===== config.mk =====
export PLATFORM = sky130hd
export DESIGN_NAME = exc_entry_unit
export DESIGN_NICKNAME = d
export VERILOG_FILES = /design/src/rtl/exc_pkg.sv /design/src/rtl/exc_classify.sv /design/src/rtl/exc_vector.sv /design/src/rtl/exc_ctx_build.sv /design/src/rtl/exc_entry_unit.sv
export SDC_FILE = /design/constraint.sdc
export NUM_CORES = 1
export LEC_CHECK = 0
export CAP_MARGIN = 5
export CORE_AREA = 2 2 779 781
export DETAILED_ROUTE_END_ITERATION = 8
export DIE_AREA = 0 0 781 783
export HOLD_SLACK_MARGIN = 0.02
export PLACE_DENSITY = 0.3
export SETUP_SLACK_MARGIN = 0.4
export SYNTH_ARGS = -nofsm -noshare
export SYNTH_HDL_FRONTEND = slang
export SYNTH_HIERARCHICAL = 1
export SYNTH_SLANG_ARGS = --single-unit

===== constraint.sdc =====
create_clock -name clk_i -period 3.3 [get_ports clk_i]
set_input_delay 0.99 -clock clk_i [delete_from_list [all_inputs] [get_ports clk_i]]
set_output_delay 0.99 -clock clk_i [all_outputs]
set_load 0.005 [all_outputs]

===== src/rtl/exc_pkg.sv =====
package exc_pkg;
  localparam int CAUSE_W = 6;
  localparam int IDX_W   = 6;
  localparam int HI_BASE = 32;

  localparam logic [CAUSE_W-1:0] C_RESET = 6'd0;
  localparam logic [CAUSE_W-1:0] C_MCHK  = 6'd1;
  localparam logic [CAUSE_W-1:0] C_DSTOR = 6'd2;
  localparam logic [CAUSE_W-1:0] C_ISTOR = 6'd3;
  localparam logic [CAUSE_W-1:0] C_ALIGN = 6'd5;
  localparam logic [CAUSE_W-1:0] C_PROG  = 6'd6;
  localparam logic [CAUSE_W-1:0] C_FPU   = 6'd7;
  localparam logic [CAUSE_W-1:0] C_FIT   = 6'd10;
  localparam logic [CAUSE_W-1:0] C_PIT   = 6'd11;
  localparam logic [CAUSE_W-1:0] C_WDOG  = 6'd12;
  localparam logic [CAUSE_W-1:0] C_LAST  = 6'd14;
  localparam logic [CAUSE_W-1:0] C_DEBUG = 6'd15;
  localparam logic [1:0]         SUB_TRAP = 2'd3;
  localparam logic [IDX_W-1:0]   IDX_TRAP = 6'd15;

  // state word bit positions
  localparam int ST_LE  = 0;
  localparam int ST_RI  = 1;
  localparam int ST_DR  = 4;
  localparam int ST_IR  = 5;
  localparam int ST_ME  = 12;
  localparam int ST_ILE = 16;
  localparam int ST_CE  = 17;
  localparam int ST_POW = 18;
  localparam int ST_ICM = 30;
  localparam int ST_CM  = 31;

  typedef enum logic [1:0] {PAIR_STD, PAIR_CRIT, PAIR_MC} pair_e;
  typedef enum logic [1:0] {SM_KEEP, SM_CLR, SM_CLR_ERR, SM_PROG} smask_e;

  typedef struct packed {
    logic             legal;
    logic [IDX_W-1:0] idx;
    pair_e            pair;
    logic             save_cur;
    smask_e           smask;
  } cls_t;
endpackage


===== src/rtl/exc_classify.sv =====
module exc_classify
  import exc_pkg::*;
#(
  parameter int N_HI = 6
) (
  input  logic [CAUSE_W-1:0] cause_i,
  input  logic [1:0]         sub_i,
  output cls_t               cls_o
);
  logic mapped;

  assign mapped = (cause_i <= C_LAST) ||
                  ((int'(cause_i) >= HI_BASE) && (int'(cause_i) < HI_BASE + N_HI));

  always_comb begin
    cls_o          = '0;
    cls_o.idx      = cause_i;
    cls_o.pair     = PAIR_STD;
    cls_o.smask    = SM_KEEP;
    cls_o.save_cur = 1'b0;
    case (cause_i)
      C_RESET: cls_o.pair = PAIR_CRIT;
      C_MCHK:  cls_o.pair = PAIR_MC;
      C_DSTOR: cls_o.smask = SM_CLR;
      C_ISTOR: cls_o.smask = SM_CLR_ERR;
      C_ALIGN: cls_o.save_cur = 1'b1;
      C_PROG: begin
        cls_o.save_cur = 1'b1;
        cls_o.smask    = SM_PROG;
        if (sub_i == SUB_TRAP) cls_o.idx = IDX_TRAP;
      end
      C_FPU: begin
        cls_o.save_cur = 1'b1;
        cls_o.smask    = SM_CLR;
      end
      C_FIT, C_PIT: cls_o.smask = SM_CLR;
      C_WDOG: begin
        cls_o.smask = SM_CLR;
        cls_o.pair  = PAIR_CRIT;
      end
      C_DEBUG: cls_o.pair = PAIR_CRIT;  // index unassigned: never completes
      default: ;
    endcase
    cls_o.legal = mapped;
  end
endmodule


===== src/rtl/exc_vector.sv =====
module exc_vector
  import exc_pkg::*;
#(
  parameter int XLEN = 64,
  parameter int N_LO = 16,
  parameter int N_HI = 6
) (
  input  logic [XLEN-1:0]      prefix_i,
  input  logic [N_LO*XLEN-1:0] off_lo_i,
  input  logic [N_HI*XLEN-1:0] off_hi_i,
  input  logic [IDX_W-1:0]     idx_i,
  input  logic                 cm_i,
  output logic [XLEN-1:0]      handler_o
);
  logic [XLEN-1:0] lo_arr [N_LO];
  logic [XLEN-1:0] hi_arr [N_HI];
  logic [XLEN-1:0] off_sel;
  logic [XLEN-1:0] pfx_eff;

  for (genvar g = 0; g < N_LO; g++) begin : g_lo
    assign lo_arr[g] = off_lo_i[g*XLEN +: XLEN];
  end
  for (genvar g = 0; g < N_HI; g++) begin : g_hi
    assign hi_arr[g] = off_hi_i[g*XLEN +: XLEN];
  end

  always_comb begin
    off_sel = '0;
    for (int i = 0; i < N_LO; i++)
      if (idx_i == IDX_W'(i)) off_sel = lo_arr[i];
    for (int i = 0; i < N_HI; i++)
      if (idx_i == IDX_W'(HI_BASE + i)) off_sel = hi_arr[i];
  end

  assign pfx_eff   = cm_i ? prefix_i : {{(XLEN-32){1'b0}}, prefix_i[31:0]};
  assign handler_o = pfx_eff | off_sel;
endmodule


===== src/rtl/exc_ctx_build.sv =====
module exc_ctx_build
  import exc_pkg::*;
#(
  parameter int XLEN = 64,
  parameter int SW   = 32
) (
  input  cls_t            cls_i,
  input  logic [XLEN-1:0] pc_i,
  input  logic [SW-1:0]   state_i,
  input  logic [SW-1:0]   err_i,
  output logic [XLEN-1:0] ret_o,
  output logic [SW-1:0]   saved_o,
  output logic [SW-1:0]   new_o
);
  localparam logic [SW-1:0] HI_MASK = SW'(32'hFFFF_0000);

  logic [SW-1:0] cleared;
  logic [SW-1:0] prog_bit;

  assign ret_o    = cls_i.save_cur ? pc_i - XLEN'(4) : pc_i;
  assign cleared  = state_i & ~HI_MASK;
  assign prog_bit = SW'(1) << (5'd20 - {3'd0, err_i[1:0]});

  always_comb begin
    case (cls_i.smask)
      SM_CLR:     saved_o = cleared;
      SM_CLR_ERR: saved_o = cleared | err_i;
      SM_PROG:    saved_o = cleared | prog_bit;
      default:    saved_o = state_i;
    endcase
  end

  always_comb begin
    new_o         = state_i;
    new_o[ST_IR]  = 1'b0;
    new_o[ST_DR]  = 1'b0;
    new_o[ST_RI]  = 1'b0;
    new_o[ST_POW] = 1'b0;
    new_o[ST_LE]  = state_i[ST_ILE];
    new_o[ST_CM]  = state_i[ST_ICM];
    if (cls_i.pair == PAIR_MC) begin
      new_o[ST_CE] = 1'b0;
      new_o[ST_ME] = 1'b0;
    end
  end
endmodule


===== src/rtl/exc_entry_unit.sv =====
module exc_entry_unit
  import exc_pkg::*;
#(
  parameter int XLEN = 64,
  parameter int SW   = 32,
  parameter int N_LO = 16,
  parameter int N_HI = 6
) (
  input  logic                 clk_i,
  input  logic                 rst_ni,
  input  logic                 req_i,
  input  logic [CAUSE_W-1:0]   cause_i,
  input  logic [SW-1:0]        err_code_i,
  input  logic [XLEN-1:0]      pc_i,
  input  logic [SW-1:0]        state_i,
  input  logic [XLEN-1:0]      vec_prefix_i,
  input  logic [N_LO*XLEN-1:0] off_lo_i,
  input  logic [N_HI*XLEN-1:0] off_hi_i,
  input  logic                 err_clr_i,
  output logic                 done_o,
  output logic [XLEN-1:0]      new_pc_o,
  output logic [SW-1:0]        new_state_o,
  output logic                 std_we_o,
  output logic [XLEN-1:0]      std_addr_o,
  output logic [SW-1:0]        std_state_o,
  output logic                 crit_we_o,
  output logic [XLEN-1:0]      crit_addr_o,
  output logic [SW-1:0]        crit_state_o,
  output logic                 mc_we_o,
  output logic [XLEN-1:0]      mc_addr_o,
  output logic [SW-1:0]        mc_state_o,
  output logic                 err_o
);
  cls_t            cls;
  logic [XLEN-1:0] ret_addr, handler;
  logic [SW-1:0]   saved_st, new_st;
  logic            accept, go, bad, wr_std, wr_crit, wr_mc;

  exc_classify #(.N_HI(N_HI)) u_cls (
    .cause_i (cause_i),
    .sub_i   (err_code_i[1:0]),
    .cls_o   (cls)
  );

  exc_ctx_build #(.XLEN(XLEN), .SW(SW)) u_ctx (
    .cls_i   (cls),
    .pc_i    (pc_i),
    .state_i (state_i),
    .err_i   (err_code_i),
    .ret_o   (ret_addr),
    .saved_o (saved_st),
    .new_o   (new_st)
  );

  exc_vector #(.XLEN(XLEN), .N_LO(N_LO), .N_HI(N_HI)) u_vec (
    .prefix_i  (vec_prefix_i),
    .off_lo_i  (off_lo_i),
    .off_hi_i  (off_hi_i),
    .idx_i     (cls.idx),
    .cm_i      (new_st[ST_CM]),
    .handler_o (handler)
  );

  assign accept  = req_i & ~err_o;
  assign go      = accept & cls.legal;
  assign bad     = accept & ~cls.legal;
  assign wr_std  = go & (cls.pair == PAIR_STD);
  assign wr_mc   = go & (cls.pair == PAIR_MC);
  assign wr_crit = go & ((cls.pair == PAIR_CRIT) | (cls.pair == PAIR_MC));

  always_ff @(posedge clk_i or negedge rst_ni) begin
    if (!rst_ni) begin
      done_o    <= 1'b0;
      std_we_o  <= 1'b0;
      crit_we_o <= 1'b0;
      mc_we_o   <= 1'b0;
      err_o     <= 1'b0;
    end else begin
      done_o    <= go;
      std_we_o  <= wr_std;
      crit_we_o <= wr_crit;
      mc_we_o   <= wr_mc;
      if (bad)            err_o <= 1'b1;
      else if (err_clr_i) err_o <= 1'b0;
    end
  end

  always_ff @(posedge clk_i or negedge rst_ni) begin
    if (!rst_ni) begin
      new_pc_o    <= '0;
      new_state_o <= '0;
    end else if (go) begin
      new_pc_o    <= handler;
      new_state_o <= new_st;
    end
  end

  always_ff @(posedge clk_i or negedge rst_ni) begin
    if (!rst_ni) begin
      std_addr_o  <= '0;
      std_state_o <= '0;
    end else if (wr_std) begin
      std_addr_o  <= ret_addr;
      std_state_o <= saved_st;
    end
  end

  always_ff @(posedge clk_i or negedge rst_ni) begin
    if (!rst_ni) begin
      crit_addr_o  <= '0;
      crit_state_o <= '0;
    end else if (wr_crit) begin
      crit_addr_o  <= ret_addr;
      crit_state_o <= saved_st;
    end
  end

  always_ff @(posedge clk_i or negedge rst_ni) begin
    if (!rst_ni) begin
      mc_addr_o  <= '0;
      mc_state_o <= '0;
    end else if (wr_mc) begin
      mc_addr_o  <= ret_addr;
      mc_state_o <= saved_st;
    end
  end
endmodule


==> summary.md <==
| Metric | Value |
|---|---|
| Async set-or-reset flop fraction in the synthesized netlist | `100%` |
| Data required time of the critical path | `3970 ps` |
| Setup crit end kind | `register` |
| Most area-hungry cell type in the Yosys netlist | `dfrtp_1` |
| Clock latency at the later pin of the worst-skew pair | `770 ps` |
| Detailed-route via count | `42.6k` |
| Pin count of the biggest net entering global routing | `71` |
| Number of nets in the layout | `7,372` |
| Total of buffers placed on input and output ports | `1,998` |
| Number of clock sinks | `389` |
| Commonest non-fill, non-tap cell in the layout | `clkdlybuf4s50_1` |
| Total power density per cell area | `333 nW/um^2` |
| Antenna violations before repair | `440` |
| Final core area utilization | `12.2%` |
| PnR Total Power | `24.6 mW` |
| Clock tree from TritonCTS | `built` |
| Number of cells after detailed placement | `13.6k` |
| Warnings from Yosys | `6` |
| Number of routed nets with antenna violations | `0` |
| Share of total power in sequential cells | `26.4%` |
| Worst setup slack before clock tree synthesis | `-2780 ps` |
| Number of non-filler instances in the completed layout | `14.1k` |
| Floorplan die width | `781 um` |
| Share of the synthesized area in the top cell type | `35.8%` |
| Root buffer selected by CTS | `clkbuf_16` |
| Portion of total power attributed to combinational logic | `41.5%` |
| Peak Freq | `0.246 GHz` |
| Reported net switching power | `8.76 mW` |
| Vertical die dimension | `783 um` |
| Clock buffer depth | `4` |
| Cell breakdown of the critical path | `buf_8, nor3_4, buf_6, nand4_1, or2b_4, or4b_4, nor2_4, buf_12, buf_12, buf_4, a222oi_1, and3_4, o311ai_4, buf_4, a21oi_4, buf_6, o21ai_2, mux2_4` |
| Slack of the critical path | `-766 ps` |
| Number of max-slew violations in the final report | `0` |
| Maximum VDD drop | `0.360 mV` |
| Average routed wire per standard cell | `40.3 um` |
| Post-synth design cell area | `27,200 um^2` |
| Clock tree skew after final layout | `41.9 ps` |
| Maximum fanout encountered on the critical timing path | `5` |
| Count of flip-flops with a built-in enable after synthesis | `0` |
| Internal power | `15.8 mW` |
| Average cell area after synthesis | `9.53 um^2` |
| Sum of net half-perimeters after detailed placement | `513 mm` |
| Final Hold Viols | `0` |
| CTS hold repair buffers | `0` |
| DRC violations left | `0` |
| Count of boundary I/O pins | `1,999` |
| Delay-heaviest family, CP | `simple AND/OR/NAND/NOR gates` |
| Least-Margin Pin Slew | `1040 ps` |
| Global-route wire length before repair | `664 mm` |
| Drt first pass iters | `9` |
| Worst setup path class | `primary input to register` |
| Clock transition at the registers of the reported paths | `60 ps` |
| Post-synth cell types | `89` |
| CTS buffer count | `70` |
| Worst rel slew slack | `30.6%` |
| Sw Ratio | `35.7%` |
| Part of the cycle the worst path needs | `123%` |
| Gp weighted congestion | `0.964` |
| Worst hold margin | `202 ps` |
| Storage cell area | `9740 um^2` |
| Setup crit start kind | `primary input` |
| Number of levels in the clock H-tree | `3` |
| Register bit count reported by yosys | `389` |
| Status | `complete, but fails checks` |
| Layout cells sized above 1 | `35.5%` |
| Area of the placeable core | `604,000 um^2` |
| Total grt overflow | `0` |
| Number of global-route vias before repair | `42.2k` |
| Filler Cell Count | `69.4k` |
| Path type of the worst min-delay path | `primary input to async pin` |
| Leading register cell type out of synthesis | `dfrtp_1` |
| Clock share of power | `32.1%` |
| Number of endpoints failing setup at the final stage | `64` |
| Number of max-cap violations | `0` |
| Synthesized instance count | `2,856` |
| Site row count | `286` |
| Arrival time at the worst endpoint | `4740 ps` |
| Iteration-0 DRC Markers | `4,125` |
| Multi-input gate area | `19,400 um^2` |
| Leak pwr | `27.8 nW` |
| Setup repair after global routing missed its margin | `true` |
| Routed WL | `567 mm` |
| Worst path max stage delay | `550 ps` |
| Area added between synthesis and finish | `171%` |
| Failing checks | `negative setup slack` |
| Min cycle time layout | `4070 ps` |
| Buffers and inverters on the worst path | `7` |
| Initial cell density of the core | `4.50%` |
| Synth area leaders | `dfrtp_1 (36%), mux2_2 (14%), o22ai_1 (4.4%)` |
| Routed vias/inst | `3.02` |
| Total Routing Usage GR | `17.7%` |
| Slowest stage cell on the critical path | `or4b_4` |
| Top library cells by usage in the layout, fill and taps aside | `clkdlybuf4s50_1 (1,952), buf_4 (789), dfrtp_1 (388)` |
| Full die area | `612,000 um^2` |
| Sequential area share after synthesis | `35.8%` |
==> per-layer routing <==
layer  vias up  GRT usage, %  share of wire (%)
met4       140          5.97                3.9
met3       877          6.35                9.5
met1     21400          21.4                 40
met2      2980          29.2                 46
met5         -             0               0.17
li1      17200             -                  -
==> Yosys cell counts, types with 10 or more instances <==
library cell and count:
a2111oi_0 10, a211oi_1 32, a21o_1 18, a21oi_1 167
a221o_1 12, a221oi_1 37, a222oi_1 64, a22o_1 19
a22oi_1 121, a31oi_1 21, and3_1 31, buf_1 21
buf_2 85, buf_4 47, buf_6 28, clkbuf_1 104
dfrtp_1 389, inv_1 17, mux2_1 87, mux2_2 333
mux2i_1 41, nand2_1 167, nand2b_1 12, nand3_1 64
nand4_1 22, nor2_1 168, nor2b_1 10, nor3_1 79
nor4_1 24, o211ai_1 12, o21ai_0 130, o21ai_1 22
o221ai_1 13, o22ai_1 192, o311ai_1 20, o31ai_1 11
or3_1 20, or4_1 15, xnor2_1 33, xor2_1 28
==> repair_timing <==
item | 4_1_cts | 5_1_grt
gates cloned | 2 | 4
setup endpoints to repair | 400 | 287
pin swaps | 207 | 154
setup buffers | 138 | 42
gates resized for setup | 728 | 211
==> worst reg2reg max path: stages (launching register included) <==
cell	delay (ps)
dfrtp_1	470
nand3b_4	230
buf_12	180
buf_12	420
mux2_2	450
==> path summary, 6_finish.rpt <==
| kind | from | end | slack, ps | cells past startpoint |
|---|---|---|---|---|
| min in group clk_i | mc_state_o[11] | mc_state_o[11] | 490 | 1 |
| max in group asynchronous | rst_ni | new_pc_o[47] | 2180 | 2 |
| min reg2reg | mc_state_o[11] | mc_state_o[11] | 490 | 1 |
| max reg2reg | err_o | new_state_o[11] | 1380 | 4 |
| min | rst_ni | std_addr_o[37] | 200 | 1 |
| max | cause_i[3] | new_pc_o[49] | -770 | 18 |
==> kinds of logic after synthesis <==
group	count (synthesis)	synth area share, %
buf+inv	302	5.98
fa+ha+maj	3	0.138
xor+xnor	61	1.96
other cells	1	0.0138
compound gates	956	23.9
simple gates	679	13.0
flops	389	35.8
mux	465	19.2
==> power by group through the flow <==
stage	logic, mW	registers, mW	clock network (mW)
floorplan	1.67	6.36	0
global placement	9.86	6.53	0
detailed placement	9.76	6.53	0
CTS	10.3	6.50	8.28
global route	10.8	6.62	8.37
finish	10.2	6.48	7.87
==> state kept, by name, summed over array words and instances, names as in the netlist <==
name          cells
crit_addr_o      64
crit_state_o     32
crit_we_o         1
done_o            1
err_o             1
mc_addr_o        64
mc_state_o       32
mc_we_o           1
new_pc_o         64
new_state_o      32
std_addr_o       64
std_state_o      32
std_we_o          1
==> through the flow <==
| stage | instance area, um^2 | setup TNS (ps) |
|---|---|---|
| 2_1_floorplan | 27400 | -11390 |
| 3_3_place_gp | 64900 | -439670 |
| 3_5_place_dp | 64900 | -435890 |
| 4_1_cts | 71600 | -23520 |
| 5_1_grt | 73500 | -27450 |
| 6_report | 73700 | -29990 |
==> layout make-up <==
type / count / share of cell area, %
inverter: 17 / 0.0866
clock inverter: 26 / 0.523
clock buffer: 88 / 2.57
tap: 8064 / 13.7
antenna: 227 / 0.771
multi-input combinational: 2168 / 26.4
timing repair buffer: 3113 / 42.8
sequential: 389 / 13.2
(Power assumes the default switching activity.)
